**config.mk**
```make
export PLATFORM = sky130hd
export DESIGN_NAME = fault_timer_latch
export DESIGN_NICKNAME = d
export VERILOG_FILES = /design/src/rtl/ftl_pkg.sv /design/src/rtl/ftl_timer.sv /design/src/rtl/ftl_ctrl.sv /design/src/rtl/fault_timer_latch.sv
export SDC_FILE = /design/constraint.sdc
export NUM_CORES = 1
export LEC_CHECK = 0
export ABC_AREA = 1
export ABC_CLOCK_PERIOD_IN_PS = 2100
export BUFFER_PORTS_ARGS = -buffer_cell sky130_fd_sc_hd__buf_2
export CAP_MARGIN = 40
export CELL_PAD_IN_SITES_DETAIL_PLACEMENT = 1
export CELL_PAD_IN_SITES_GLOBAL_PLACEMENT = 2
export CORE_AREA = 2 2 54 61
export CTS_BUF_LIST = sky130_fd_sc_hd__clkbuf_4 sky130_fd_sc_hd__clkbuf_8
export DETAILED_ROUTE_END_ITERATION = 16
export DIE_AREA = 0 0 56 63
export GPL_TIMING_DRIVEN = 0
export PLACE_DENSITY = 0.86
export SLEW_MARGIN = 20
export SYNTH_ARGS = -nofsm -noshare
export SYNTH_HDL_FRONTEND = slang
export SYNTH_HIERARCHICAL = 1
export SYNTH_SLANG_ARGS = --single-unit
```
**constraint.sdc**
```tcl
create_clock -name clk -period 2.1 [get_ports clk]
set_input_delay 0.21 -clock clk [delete_from_list [all_inputs] [get_ports clk]]
set_output_delay 0.21 -clock clk [all_outputs]
set_load 0.03 [all_outputs]
```
**src/rtl/ftl_pkg.sv**
```systemverilog
package ftl_pkg;

  typedef enum logic [1:0] {
    FK_NONE  = 2'b00,
    FK_OVER  = 2'b01,
    FK_UNDER = 2'b10
  } faultKind_t;

  // strobes from control to the timer datapath
  typedef struct packed {
    logic runFast;
    logic runSlow;
    logic flush;
  } timerStrobe_t;

endpackage

```
**src/rtl/ftl_timer.sv**
```systemverilog
module ftl_timer
  import ftl_pkg::*;
#(
  parameter int TRIP_COUNT = 40,
  parameter int UV_DIV     = 50
) (
  input  logic         clk,
  input  logic         rstN,
  input  timerStrobe_t stb,
  output logic         tripNow
);

  localparam int ACC_W = $clog2(TRIP_COUNT + 1);
  localparam int PRE_W = $clog2(UV_DIV + 1);
  localparam logic [ACC_W-1:0] ACC_LAST = ACC_W'(TRIP_COUNT - 1);
  localparam logic [PRE_W-1:0] PRE_LAST = PRE_W'(UV_DIV - 1);

  logic [ACC_W-1:0] acc;
  logic [PRE_W-1:0] pre;
  logic slowTick;
  logic accStep;

  assign slowTick = stb.runSlow && (pre == PRE_LAST);
  assign accStep  = !stb.flush && (stb.runFast || slowTick);
  assign tripNow  = accStep && (acc == ACC_LAST);

  always_ff @(posedge clk or negedge rstN) begin
    if (!rstN) begin
      acc <= '0;
      pre <= '0;
    end else if (stb.flush) begin
      acc <= '0;
      pre <= '0;
    end else begin
      if (stb.runFast) begin
        pre <= '0;
      end else if (stb.runSlow) begin
        pre <= slowTick ? '0 : pre + 1'b1;
      end
      if (accStep) begin
        acc <= tripNow ? '0 : acc + 1'b1;
      end
    end
  end

endmodule

```
**src/rtl/ftl_ctrl.sv**
```systemverilog
module ftl_ctrl
  import ftl_pkg::*;
(
  input  logic         clk,
  input  logic         rstN,
  input  logic         clear,
  input  logic         swOv,
  input  logic         swUv,
  input  logic         ldoOv,
  input  logic         ldoUv,
  input  logic         ldoHeadroomOk,
  input  logic         hsReq,
  input  logic         lsReq,
  input  logic         ldoReq,
  input  logic         tripNow,
  output timerStrobe_t stb,
  output faultKind_t   kind,
  output logic         hsEn,
  output logic         lsEn,
  output logic         ldoEn
);

  logic ovAny;
  logic uvAny;
  logic latched;

  assign ovAny   = swOv | ldoOv;
  assign uvAny   = swUv | (ldoUv & ldoHeadroomOk);
  assign latched = (kind != FK_NONE);

  always_comb begin
    stb.flush   = latched | clear | !(ovAny | uvAny);
    stb.runFast = ovAny & !stb.flush;
    stb.runSlow = uvAny & !ovAny & !stb.flush;
  end

  always_ff @(posedge clk or negedge rstN) begin
    if (!rstN) begin
      kind <= FK_NONE;
    end else if (clear) begin
      kind <= FK_NONE;
    end else if (!latched && tripNow) begin
      kind <= stb.runFast ? FK_OVER : FK_UNDER;
    end
  end

  always_comb begin
    unique case (kind)
      FK_OVER: begin
        hsEn  = 1'b0;
        lsEn  = 1'b1;
        ldoEn = 1'b0;
      end
      FK_UNDER: begin
        hsEn  = 1'b0;
        lsEn  = 1'b0;
        ldoEn = 1'b0;
      end
      default: begin
        hsEn  = hsReq;
        lsEn  = lsReq;
        ldoEn = ldoReq;
      end
    endcase
  end

endmodule

```
**src/rtl/fault_timer_latch.sv**
```systemverilog
module fault_timer_latch
  import ftl_pkg::*;
#(
  parameter int TRIP_COUNT = 40,
  parameter int UV_DIV     = 50
) (
  input  logic       clk,
  input  logic       rstN,
  input  logic       clear,
  input  logic       swOv,
  input  logic       swUv,
  input  logic       ldoOv,
  input  logic       ldoUv,
  input  logic       ldoHeadroomOk,
  input  logic       hsReq,
  input  logic       lsReq,
  input  logic       ldoReq,
  output logic       hsEn,
  output logic       lsEn,
  output logic       ldoEn,
  output logic [1:0] faultKind
);

  timerStrobe_t stb;
  faultKind_t   kind;
  logic         tripNow;

  ftl_ctrl u_ctrl (
    .clk           (clk),
    .rstN          (rstN),
    .clear         (clear),
    .swOv          (swOv),
    .swUv          (swUv),
    .ldoOv         (ldoOv),
    .ldoUv         (ldoUv),
    .ldoHeadroomOk (ldoHeadroomOk),
    .hsReq         (hsReq),
    .lsReq         (lsReq),
    .ldoReq        (ldoReq),
    .tripNow       (tripNow),
    .stb           (stb),
    .kind          (kind),
    .hsEn          (hsEn),
    .lsEn          (lsEn),
    .ldoEn         (ldoEn)
  );

  ftl_timer #(
    .TRIP_COUNT (TRIP_COUNT),
    .UV_DIV     (UV_DIV)
  ) u_timer (
    .clk     (clk),
    .rstN    (rstN),
    .stb     (stb),
    .tripNow (tripNow)
  );

  assign faultKind = kind;

endmodule

```
After elaboration in Yosys (flattened, before gate mapping)
Index checks and enable logic that the tools add are counted.
Operators by class
  equal/unequal tests: 4
  $add $sub $neg: 2
  reduce and logical (&&, ||, !) cells: 14
  bitwise operators: 9
  mux-type cells: 13
Operator list (count)
  $mux 6: 7
  $add 6x1->6 const B: 2
  $eq 6x6->1 const B: 2
  $mux 2: 3
  $reduce_bool 2->1: 3
  $or 1x1->1: 5
  $and 1x1->1: 4
  $logic_and 1x1->1: 4
  $logic_not 1->1: 4
  $reduce_bool 3->1: 1
  $eq 2x1->1 const B: 1
  $eq 2x2->1 const B: 1
  $mux 1: 2
  $pmux 1 s2: 1
  $reduce_or 2->1: 1
  $logic_or 1x1->1: 1
Storage, ports and cells
  output and inout port bits: 5
  bits in registers: 14
  bits of input ports: 11
  word-level logic and storage cells: 45

Logic depth before layout (Yosys ltp)
Gate-level depths: netlist of the first run.
  depth in word-level cells: 14
  gate-level depth with buffers: 15
  gate-level depth less buffers: 15

Modules after synthesis
Netlist of the first run, hierarchy kept.
By module, submodules not included
  ftl_timer: sequential area each 300.3 µm², times used 1, cells an instance 90, area an instance 709.4 µm²
  ftl_ctrl: sequential area each 50.0 µm², times used 1, cells an instance 34, area an instance 200.2 µm²

Worst setup path before layout of the first run
No wires, ideal clock.
  path kind: register to register
  start point: register u_ctrl.kind[1]
  end point: register u_ctrl.kind[1]
  path buffers: 0
  setup slack: 134 ps
  data required time: 1982 ps
  setup time: 118 ps
  stages on the path, launching flop included: 16
  clock period less this slack: 1966 ps
  data arrival time: 1848 ps
  path through: dfrtp_1 inv_1 ha_1 inv_2 nor2_2 nand2_1 nor2_1 nand2_1 nor2_1 nand2_1 nand2_2 nand2_1 nor2_1 nand2_1 nand3_1 nand2_1
RTL lines
  start, declared: line ftl_ctrl.sv:17  | output faultKind_t kind,
  start signal, assigned: line ftl_ctrl.sv:43  | kind <= stb.runFast ? FK_OVER : FK_UNDER;

==> flow_metrics.env, run 1 <==
export IMPL_ff2ff_setup_slack_ns=0.16
export IMPL_vias=866
export IMPL_yosysTopAreaCell="dfrtp_1"
export IMPL_wire_per_inst_um=11.5
export IMPL_syn_num_nets=140
export IMPL_drt_iter0_drc=12
export IMPL_finalHoldViolations=0
export IMPL_final_antenna_net_count=0
export IMPL_yosysWarningCount=6
export IMPL_track_usage=0.133
export IMPL_n_antenna_cell=0
export IMPL_synth_avg_cell_area_um2=7.34
export IMPL_setup_viol=0
export IMPL_worstSetupEndpointType="flop"
export IMPL_cts_buffer_depth=2
export IMPL_pin_count=16
export IMPL_ys_top_cells_by_area="dfrtp_1 (39%), nand2_1 (12%), inv_1 (8.7%)"
export IMPL_ys_ff_latch=14
export IMPL_cp_cell_sequence="inv_1, ha_2, inv_2, nor2_4, nand2_2, nor2_4, nand2_1, nor2_1, nand2_1, nand2_2, nand2_2, nor2_4, nand2_1, nand3_1, nand2_1"
export IMPL_timing_fmax_ghz=0.515
export IMPL_grt_pass1_vias=884
export IMPL_min_path_type="in -> reg"
export IMPL_die_h_um=63
export IMPL_relSlewSlack=0.714
export IMPL_r2r_cells=15
export IMPL_critPathRequiredTime_ns=2.28
export IMPL_holdWs_ns=0.216
export IMPL_routed_wl_mm=2.11
export IMPL_crit_slowest_cell="dfrtp_1"
export IMPL_cp_max_fo=4
export IMPL_yosysMostFrequentCell="nand2_1"
export IMPL_area_delta_synth_final_pct=25.2
export IMPL_max_vdd_ir_drop_uv=250
export IMPL_crit_type="reg -> reg"
export IMPL_cts_tree="yes"
export IMPL_finalWeightedCongestion=0.720
export IMPL_r2r_start="u_ctrl/kind[0]"
export IMPL_die_w_um=56
export IMPL_hpwl_mm=1.65
export IMPL_start_util=0.309
export IMPL_tightest_slew_ns=0.425
export IMPL_synthArstFlopShare=1.00
export IMPL_drtPass1Iterations=2
export IMPL_drc=0
export IMPL_crit_top_cell="nand2_1"
export IMPL_worstPathArrival_ns=2.12
export IMPL_antenna_found_initial=0
export IMPL_syn_inst=124
export IMPL_grt_remaining_overflow=0
export IMPL_totalNegativeSetupSlack_ns=0
export IMPL_finalCritPeriodShare=0.925
export IMPL_layout_nets=166
export IMPL_placed_cells=173
export IMPL_slew_viol_final=0
export IMPL_cts_sinks=14
export IMPL_p_per_area_nw_per_um2=549
export IMPL_final_cells=183
export IMPL_seq_area_frac_synth=0.385
export IMPL_fp_coreArea_um2=2940
export IMPL_start_kind="flop"
export IMPL_synth_top_area_frac=0.385
export IMPL_cts_buffers=3
export IMPL_cts_htree_levels=1
export IMPL_slowest_delay_ns=0.42
export IMPL_hold_depth=4
export IMPL_via_per_inst=4.73
export IMPL_clkSlewWorstSetupHoldPaths_ns=0.09
export IMPL_clock_latency_ns=0.28
export IMPL_drive_above_1_share=0.282
export IMPL_synth_commonest_cells="nand2_1 (28), inv_1 (21), dfrtp_1 (14)"
export IMPL_status="finished clean"
export IMPL_cts_root_buffer="clkbuf_4"
export IMPL_grt_max_degree=15
export IMPL_ys_flop_type="dfrtp_1"
export IMPL_cpLargestDelayFamily="simple AND/OR/NAND/NOR gates"
export IMPL_hp_start="ldoOv"
export IMPL_syn_cell_area_um2=910
export IMPL_finClkSkew_ns=0.00116
export IMPL_leakagePower_nw=0.567
export IMPL_path_buf_inv=2
export IMPL_synth_edff_count=0
export IMPL_finalCriticalPeriod_ns=1.94
export IMPL_rr_endpoint="u_ctrl/kind[0]"
export IMPL_rows=21
export IMPL_die_area_um2=3530
export IMPL_maxCapViolCount=0
export IMPL_grt_pass1_wl_mm=3.71
export IMPL_synth_cell_types=21
export IMPL_holdPathEnd="u_ctrl/kind[1]"
export IMPL_io_buffers=15
-- worst min-delay path, stage by stage --
cell and delay, ns:
buf_2 0.09, nor2_1 0.05, nand4_1 0.07, nand2_1 0.05
-- stage by stage --
stage | utilization | worst slack (ns) | area (um2) | total power, W
final | 0.387 | 0.157 | 1140 | 0.000625
after global routing | 0.387 | -0.0231 | 1140 | 0.000673
after CTS | 0.366 | 0.0217 | 1080 | 0.000632
after detailed placement | 0.349 | -0.0639 | 1030 | 0.000423
after global placement | 0.349 | 0.0139 | 1030 | 0.000419
after floorplan | - | 0.134 | 910 | 0.000385
-- cell families (layout without fill, tap and decap cells) --
family | count (synthesis) | in the layout | synth area share
AND/OR/NAND/NOR | 66 | 66 | 0.340
buffers and inverters | 23 | 48 | 0.0977
flip-flops | 14 | 14 | 0.385
AO/OA/AOI/OAI | 13 | 13 | 0.0798
adder cells (fa/ha/maj) | 5 | 5 | 0.0688
XOR/XNOR | 3 | 3 | 0.0289
-- power breakdown --
part	leakage [nW]	switching, W	internal (W)
clock	0.0210	0.0000956	0.000106
sequential	0.193	0.0000194	0.000289
combinational	0.353	0.0000713	0.0000446
total	0.567	0.000186	0.000439
-- final cells by class --
class | count | area, um2
clock buffer | 4 | 36.3
sequential | 14 | 350
timing repair buffer | 21 | 123
tap | 34 | 42.5
fill | 392 | 1800
multi-input combinational | 87 | 498
inverter | 23 | 88.8
-- metal layers --
layer	GRT usage	share of wire	up-vias
li1	-	-	439
met1	0.150	0.40	413
met2	0.247	0.57	10
met3	0.0186	0.021	4
met4	0.0536	0.018	0
met5	0	0	-
-- repair_timing --
action	4_1_cts	5_1_grt
endpoints found under the hold margin	14	0
hold buffers	1	0
pin swaps	0	4
buffers inserted	0	5
endpoints found under the setup margin	2	2
gates resized for setup	2	6
-- registers in the layout (all words and copies together) (netlist names) --
register and flops:
u_ctrl/kind 2, u_timer/acc 6, u_timer/pre 6
-- cell usage in the layout, fill, tap and decap left out, drive strengths merged --
| cell | instances |
|---|---|
| nand2 | 32 |
| dlygate4sd3 | 1 |
| nand4 | 3 |
| nor3 | 3 |
| buf | 20 |
| dfrtp | 14 |
| and3 | 1 |
| xor2 | 1 |
| inv | 23 |
| nor2 | 17 |
| ha | 5 |
| nand3 | 10 |
| o21ai | 9 |
| clkbuf | 4 |
| a21oi | 4 |
| xnor2 | 2 |
-- worst max-delay path by stage --
stage / start / to / slack (ns) / depth (start not counted)
5_1_grt: u_ctrl/kind[0] / u_ctrl/kind[0] / -0.02 / 15
3_5_place_dp: u_ctrl/kind[0] / u_ctrl/kind[0] / -0.06 / 15
6_report: u_ctrl/kind[0] / u_ctrl/kind[0] / 0.16 / 15
2_1_floorplan: u_ctrl/kind[1] / u_ctrl/kind[1] / 0.13 / 15
4_1_cts: u_ctrl/kind[0] / u_ctrl/kind[0] / 0.02 / 15
3_3_place_gp: u_ctrl/kind[1] / u_ctrl/kind[1] / 0.01 / 15
No activity file was read; power rests on OpenSTA's default activity.
==> run 2: changes to the inputs <==
--- a/config.mk
+++ b/config.mk
@@ -7,16 +7,16 @@
 export LEC_CHECK = 0
 export ABC_AREA = 1
 export ABC_CLOCK_PERIOD_IN_PS = 2100
-export BUFFER_PORTS_ARGS = -buffer_cell sky130_fd_sc_hd__buf_2
 export CAP_MARGIN = 40
 export CELL_PAD_IN_SITES_DETAIL_PLACEMENT = 1
 export CELL_PAD_IN_SITES_GLOBAL_PLACEMENT = 2
-export CORE_AREA = 2 2 54 61
+export CORE_AREA = 2 2 51 58
 export CTS_BUF_LIST = sky130_fd_sc_hd__clkbuf_4 sky130_fd_sc_hd__clkbuf_8
 export DETAILED_ROUTE_END_ITERATION = 16
-export DIE_AREA = 0 0 56 63
+export DIE_AREA = 0 0 53 60
+export DONT_BUFFER_PORTS = 1
 export GPL_TIMING_DRIVEN = 0
-export PLACE_DENSITY = 0.86
+export PLACE_DENSITY = 0.89
 export SLEW_MARGIN = 20
 export SYNTH_ARGS = -nofsm -noshare
 export SYNTH_HDL_FRONTEND = slang
==> flow_metrics.env, run 2 (synthesis gave the netlist of run 1 again) <==
export IMPL_place_area_um2=956
export IMPL_ff2ff_setup_slack_ns=0.1
export IMPL_grt_pass1_vias=830
export IMPL_setup_viol=0
export IMPL_hp_start="clear"
export IMPL_via_per_inst=4.86
export IMPL_status="finished clean"
export IMPL_die_h_um=60
export IMPL_drive_above_1_share=0.244
export IMPL_p_per_area_nw_per_um2=558
export IMPL_routed_wl_mm=1.97
export IMPL_antenna_found_initial=0
export IMPL_start_kind="flop"
export IMPL_die_w_um=53
export IMPL_die_area_um2=3180
export IMPL_totalNegativeSetupSlack_ns=0
export IMPL_min_path_type="in -> reg"
export IMPL_crit_type="reg -> reg"
export IMPL_rsz0062_at_grt="true"
export IMPL_cts_buffers=3
export IMPL_finalWeightedCongestion=0.707
export IMPL_cts_htree_levels=1
export IMPL_cts_buffer_depth=2
export IMPL_cts_tree="yes"
export IMPL_rows=20
export IMPL_crit_slowest_cell="dfrtp_2"
export IMPL_vias=816
export IMPL_area_delta_synth_final_pct=19.5
export IMPL_finalCritPeriodShare=0.952
export IMPL_drt_iter0_drc=12
export IMPL_clkSlewWorstSetupHoldPaths_ns=0.09
export IMPL_cp_max_fo=4
export IMPL_timing_fmax_ghz=0.500
export IMPL_holdPathEnd="u_ctrl/kind[0]"
export IMPL_cts_root_buffer="clkbuf_4"
export IMPL_cp_cell_sequence="inv_2, ha_4, inv_2, nor2_4, nand2_2, nor2_4, nand2_1, nor2_1, nand2_1, nand2_2, nand2_4, nor2_4, nand2_2, nand3_1, nand2_1"
export IMPL_hpwl_mm=1.49
export IMPL_final_cell_mix="nand2_1 (25), inv_1 (19), dfrtp_1 (12), nor2_1 (11), nand3_1 (9)"
export IMPL_finalHoldViolations=0
export IMPL_r2r_cells=15
export IMPL_worstPathArrival_ns=2.17
export IMPL_final_antenna_net_count=0
export IMPL_clock_latency_ns=0.28
export IMPL_rr_endpoint="u_ctrl/kind[0]"
export IMPL_fin_util=0.414
export IMPL_leakagePower_nw=0.512
export IMPL_wire_per_inst_um=11.7
export IMPL_cts_sinks=14
export IMPL_pin_count=16
export IMPL_r2r_start="u_ctrl/kind[1]"
export IMPL_largestRegisters="u_timer/acc: 6 flops, u_timer/pre: 6 flops, u_ctrl/kind: 2 flops"
export IMPL_critPathRequiredTime_ns=2.27
export IMPL_max_vdd_ir_drop_uv=228
export IMPL_relSlewSlack=0.561
export IMPL_track_usage=0.147
export IMPL_layout_nets=152
export IMPL_slowest_delay_ns=0.50
export IMPL_fin_area_um2=1090
export IMPL_hold_depth=3
export IMPL_worstSetupEndpointType="flop"
export IMPL_drtPass1Iterations=4
export IMPL_grt_remaining_overflow=0
export IMPL_slew_viol_final=0
export IMPL_io_buffers=0
export IMPL_maxCapViolCount=0
export IMPL_grt_pass1_wl_mm=3.42
export IMPL_finClkSkew_ns=0.00563
export IMPL_finalCriticalPeriod_ns=2.00
export IMPL_n_antenna_cell=0
export IMPL_tightest_slew_ns=0.656
export IMPL_grt_max_degree=15
export IMPL_final_common_cell="nand2_1"
export IMPL_fp_coreArea_um2=2630
export IMPL_drc=0
export IMPL_start_util=0.346
## run 2: cell types whose count changed in the layout (fill, tap and decap cells not counted)
cell / change
buf_2: -14
ha_2: -1
inv_1: -2
ha_4: +1
inv_2: +2
dfrtp_2: +2
nand2_1: -1
nand2_4: +1
dfrtp_1: -2
## run 2: where the power goes
| part | internal, W | switching [W] |
|---|---|---|
| clock | 0.000105 | 0.0000882 |
| sequential | 0.000289 | 0.0000197 |
| combinational | 0.0000384 | 0.0000670 |
| total | 0.000432 | 0.000175 |
## run 2: how the worst max path moves through the flow
stage	depth (start not counted)	startpoint	slack (ns)	endpoint
global placement	15	u_ctrl/kind[1]	-0.14	u_ctrl/kind[1]
finish	15	u_ctrl/kind[1]	0.1	u_ctrl/kind[0]
CTS	15	u_ctrl/kind[1]	0.0001	u_ctrl/kind[0]
floorplan	15	u_ctrl/kind[1]	0.13	u_ctrl/kind[1]
detailed placement	15	u_ctrl/kind[1]	-0.21	u_ctrl/kind[0]
global route	15	u_ctrl/kind[1]	-0.04	u_ctrl/kind[1]
## run 2: cell type report
class,count,area (um2)
Multi-Input combinational cell,87,515
Timing Repair Buffer,7,52.6
Tap cell,33,41.3
Inverter,23,88.8
Sequential cell,14,353
Clock buffer,4,36.3
Fill cell,351,1540
## run 2: metrics by stage
step                      total power [W]  setup WS (ns)  std cells  hold slack (ns)
after floorplan                  0.000385          0.134        124          -0.0856
after global placement           0.000400         -0.135        157          -0.0851
after detailed placement         0.000406         -0.213        158          -0.0851
after CTS                        0.000620      0.0000957        163           0.0829
after global routing             0.000646        -0.0432        168            0.100
final                            0.000607          0.100        168           0.0908
## run 2: layer usage
layer  track usage  vias to the layer above  wire length [um]
li1              -                      411                 -
met1         0.177                      393               853
met2         0.254                       10              1050
met3        0.0200                        2                50
met4        0.0769                        0                19
met5             0                        -                 0
## run 2: worst max-delay path, delay by kind of cell (launching register included)
family,cells,cell delay [ns]
adder cells (fa/ha/maj),1,0.14
flip-flops,1,0.50
AND/OR/NAND/NOR,12,1.10
buffers and inverters,2,0.15
## run 2: repair_timing
item	CTS	global route
hold endpoints to repair	14	0
buffers inserted	0	5
endpoints found under the setup margin	2	2
gates cloned	0	0
hold buffers	1	0
gates resized for setup	6	9
pin swaps	0	6
==> run 3: changes to the inputs <==
--- a/config.mk
+++ b/config.mk
@@ -6,7 +6,7 @@
 export NUM_CORES = 1
 export LEC_CHECK = 0
 export ABC_AREA = 1
-export ABC_CLOCK_PERIOD_IN_PS = 2100
+export ABC_CLOCK_PERIOD_IN_PS = 2000
 export CAP_MARGIN = 40
 export CELL_PAD_IN_SITES_DETAIL_PLACEMENT = 1
 export CELL_PAD_IN_SITES_GLOBAL_PLACEMENT = 2
==> constraint.sdc (replaced) <==
create_clock -name clk -period 2 [get_ports clk]
set_input_delay 0.2 -clock clk [delete_from_list [all_inputs] [get_ports clk]]
set_output_delay 0.2 -clock clk [all_outputs]
set_load 0.03 [all_outputs]
==> flow_metrics.env, run 3 (synthesis gave the netlist of run 1 again) <==
export IMPL_area_delta_synth_final_pct=21.7
export IMPL_rr_endpoint="u_ctrl/kind[0]"
export IMPL_multi_input_area_um2=520
export IMPL_grt_pass1_vias=861
export IMPL_hold_depth=3
export IMPL_cts_htree_levels=1
export IMPL_worstSetupEndpointType="flop"
export IMPL_min_path_type="in -> reg"
export IMPL_tightest_slew_ns=0.660
export IMPL_vias=840
export IMPL_final_antenna_net_count=0
export IMPL_swShare=0.289
export IMPL_grt_pass1_wl_mm=3.51
export IMPL_drtPass1Iterations=3
export IMPL_maxCapViolCount=0
export IMPL_slew_viol_final=0
export IMPL_drt_iter0_drc=17
export IMPL_cts_root_buffer="clkbuf_4"
export IMPL_finalCriticalPeriod_ns=1.94
export IMPL_clkSlewWorstSetupHoldPaths_ns=0.09
export IMPL_grt_max_degree=15
export IMPL_p_per_area_nw_per_um2=580
export IMPL_nFillCells=347
export IMPL_clock_latency_ns=0.28
export IMPL_cts_tree="yes"
export IMPL_critPathRequiredTime_ns=2.18
export IMPL_timing_fmax_ghz=0.514
export IMPL_status="finished clean"
export IMPL_finalHoldViolations=0
export IMPL_holdPathEnd="u_ctrl/kind[0]"
export IMPL_hp_start="clear"
export IMPL_io_buffers=0
export IMPL_cts_buffer_depth=2
export IMPL_final_cell_mix="nand2_1 (25), inv_1 (19), dfrtp_1 (12), nor2_1 (11), nand3_1 (9)"
export IMPL_cts_sinks=14
export IMPL_layout_nets=154
export IMPL_worstPathArrival_ns=2.12
export IMPL_finalWeightedCongestion=0.707
export IMPL_rows=20
export IMPL_antenna_found_initial=0
export IMPL_drive_above_1_share=0.255
export IMPL_pwr_share_comb=0.178
export IMPL_die_w_um=53
export IMPL_seq_area_um2=353
export IMPL_setup_ws_ns=0.0555
export IMPL_leakagePower_nw=0.523
export IMPL_internal_power_w=0.000456
export IMPL_finClkSkew_ns=0.00371
export IMPL_r2r_start="u_ctrl/kind[0]"
export IMPL_max_vdd_ir_drop_uv=275
export IMPL_r2r_cells=15
export IMPL_routed_wl_mm=2.04
export IMPL_die_area_um2=3180
export IMPL_grt_remaining_overflow=0
export IMPL_largestRegisters="u_timer/acc: 6 flops, u_timer/pre: 6 flops, u_ctrl/kind: 2 flops"
export IMPL_track_usage=0.151
export IMPL_finalCritPeriodShare=0.972
export IMPL_die_h_um=60
export IMPL_n_antenna_cell=0
export IMPL_fp_coreArea_um2=2630
export IMPL_cp_max_fo=4
export IMPL_start_util=0.346
export IMPL_p_total_w=0.000642
export IMPL_setup_viol=0
export IMPL_final_common_cell="nand2_1"
export IMPL_via_per_inst=4.94
export IMPL_hpwl_mm=1.49
export IMPL_relSlewSlack=0.558
export IMPL_start_kind="flop"
export IMPL_dp_slack_ns=-0.313
export IMPL_drc=0
export IMPL_p_clk_frac=0.318
export IMPL_netSwitchingPower_w=0.000186
export IMPL_rsz0062_at_grt="true"
export IMPL_sequentialPowerShare=0.504
export IMPL_pin_count=16
export IMPL_wire_per_inst_um=12.0
export IMPL_crit_type="reg -> reg"
export IMPL_cts_buffers=3
export IMPL_ff2ff_setup_slack_ns=0.06
==> run 3: area by class of cell <==
class	count	share of cell area
multi-input combinational	87	0.470
tap	33	0.0373
timing repair buffer	9	0.0610
inverter	23	0.0802
clock buffer	4	0.0328
sequential	14	0.319
==> run 3: worst max path at each step <==
stage	startpoint	to	slack (ns)
after floorplan	u_ctrl/kind[1]	u_ctrl/kind[1]	0.03
after global routing	u_ctrl/kind[0]	u_ctrl/kind[1]	-0.07
after global placement	u_ctrl/kind[1]	u_ctrl/kind[1]	-0.24
after detailed placement	u_ctrl/kind[1]	u_ctrl/kind[0]	-0.31
final	u_ctrl/kind[0]	u_ctrl/kind[0]	0.06
after CTS	u_ctrl/kind[0]	u_ctrl/kind[0]	0.002
==> run 3: power groups by stage <==
| stage | Combinational [W] | Sequential [W] | Clock [W] |
|---|---|---|---|
| 2_1_floorplan | 0.0000805 | 0.000324 | 0 |
| 3_3_place_gp | 0.0000925 | 0.000328 | 0 |
| 3_5_place_dp | 0.0000953 | 0.000331 | 0 |
| 4_1_cts | 0.000109 | 0.000325 | 0.000220 |
| 5_1_grt | 0.000135 | 0.000328 | 0.000222 |
| 6_report | 0.000114 | 0.000324 | 0.000204 |
==> run 3: per-layer routing <==
layer  share of wire  GRT usage
met1            0.42      0.175
met2            0.55      0.266
met3           0.026     0.0200
met4          0.0093     0.0769
met5               0          0
==> run 3: metrics by stage <==
step                      cell area, um2  instances  hold WS, ns  TNS, ns  utilization
after floorplan                      910        124      -0.0956        0            -
after global placement               951        157      -0.0951   -0.478        0.362
after detailed placement             956        158      -0.0951    -1.18        0.364
after CTS                           1050        165       0.0721        0        0.400
after global routing                1110        170       0.0816   -0.142        0.421
final                               1110        170       0.0755        0        0.421
==> run 3: worst max-delay path: stages (launching register included) <==
cell and delay [ns]:
dfrtp_2 0.50, inv_2 0.10, ha_4 0.14, inv_2 0.04, nor2_4 0.13, nand2_2 0.07
nor2_4 0.09, nand2_1 0.06, nor2_1 0.11, nand2_1 0.10, nand2_2 0.11, nand2_4 0.07
nor2_4 0.12, nand2_2 0.07, nand3_1 0.06, nand2_1 0.06
==> run 3: what timing repair did <==
item                                   in CTS  in global routing
setup buffers                               2                  5
hold buffers                                1                  0
setup endpoints to repair                  12                 12
pin swaps                                   3                  9
resized for setup                          10                  7
endpoints found under the hold margin      14                  0
cloned                                      0                  0
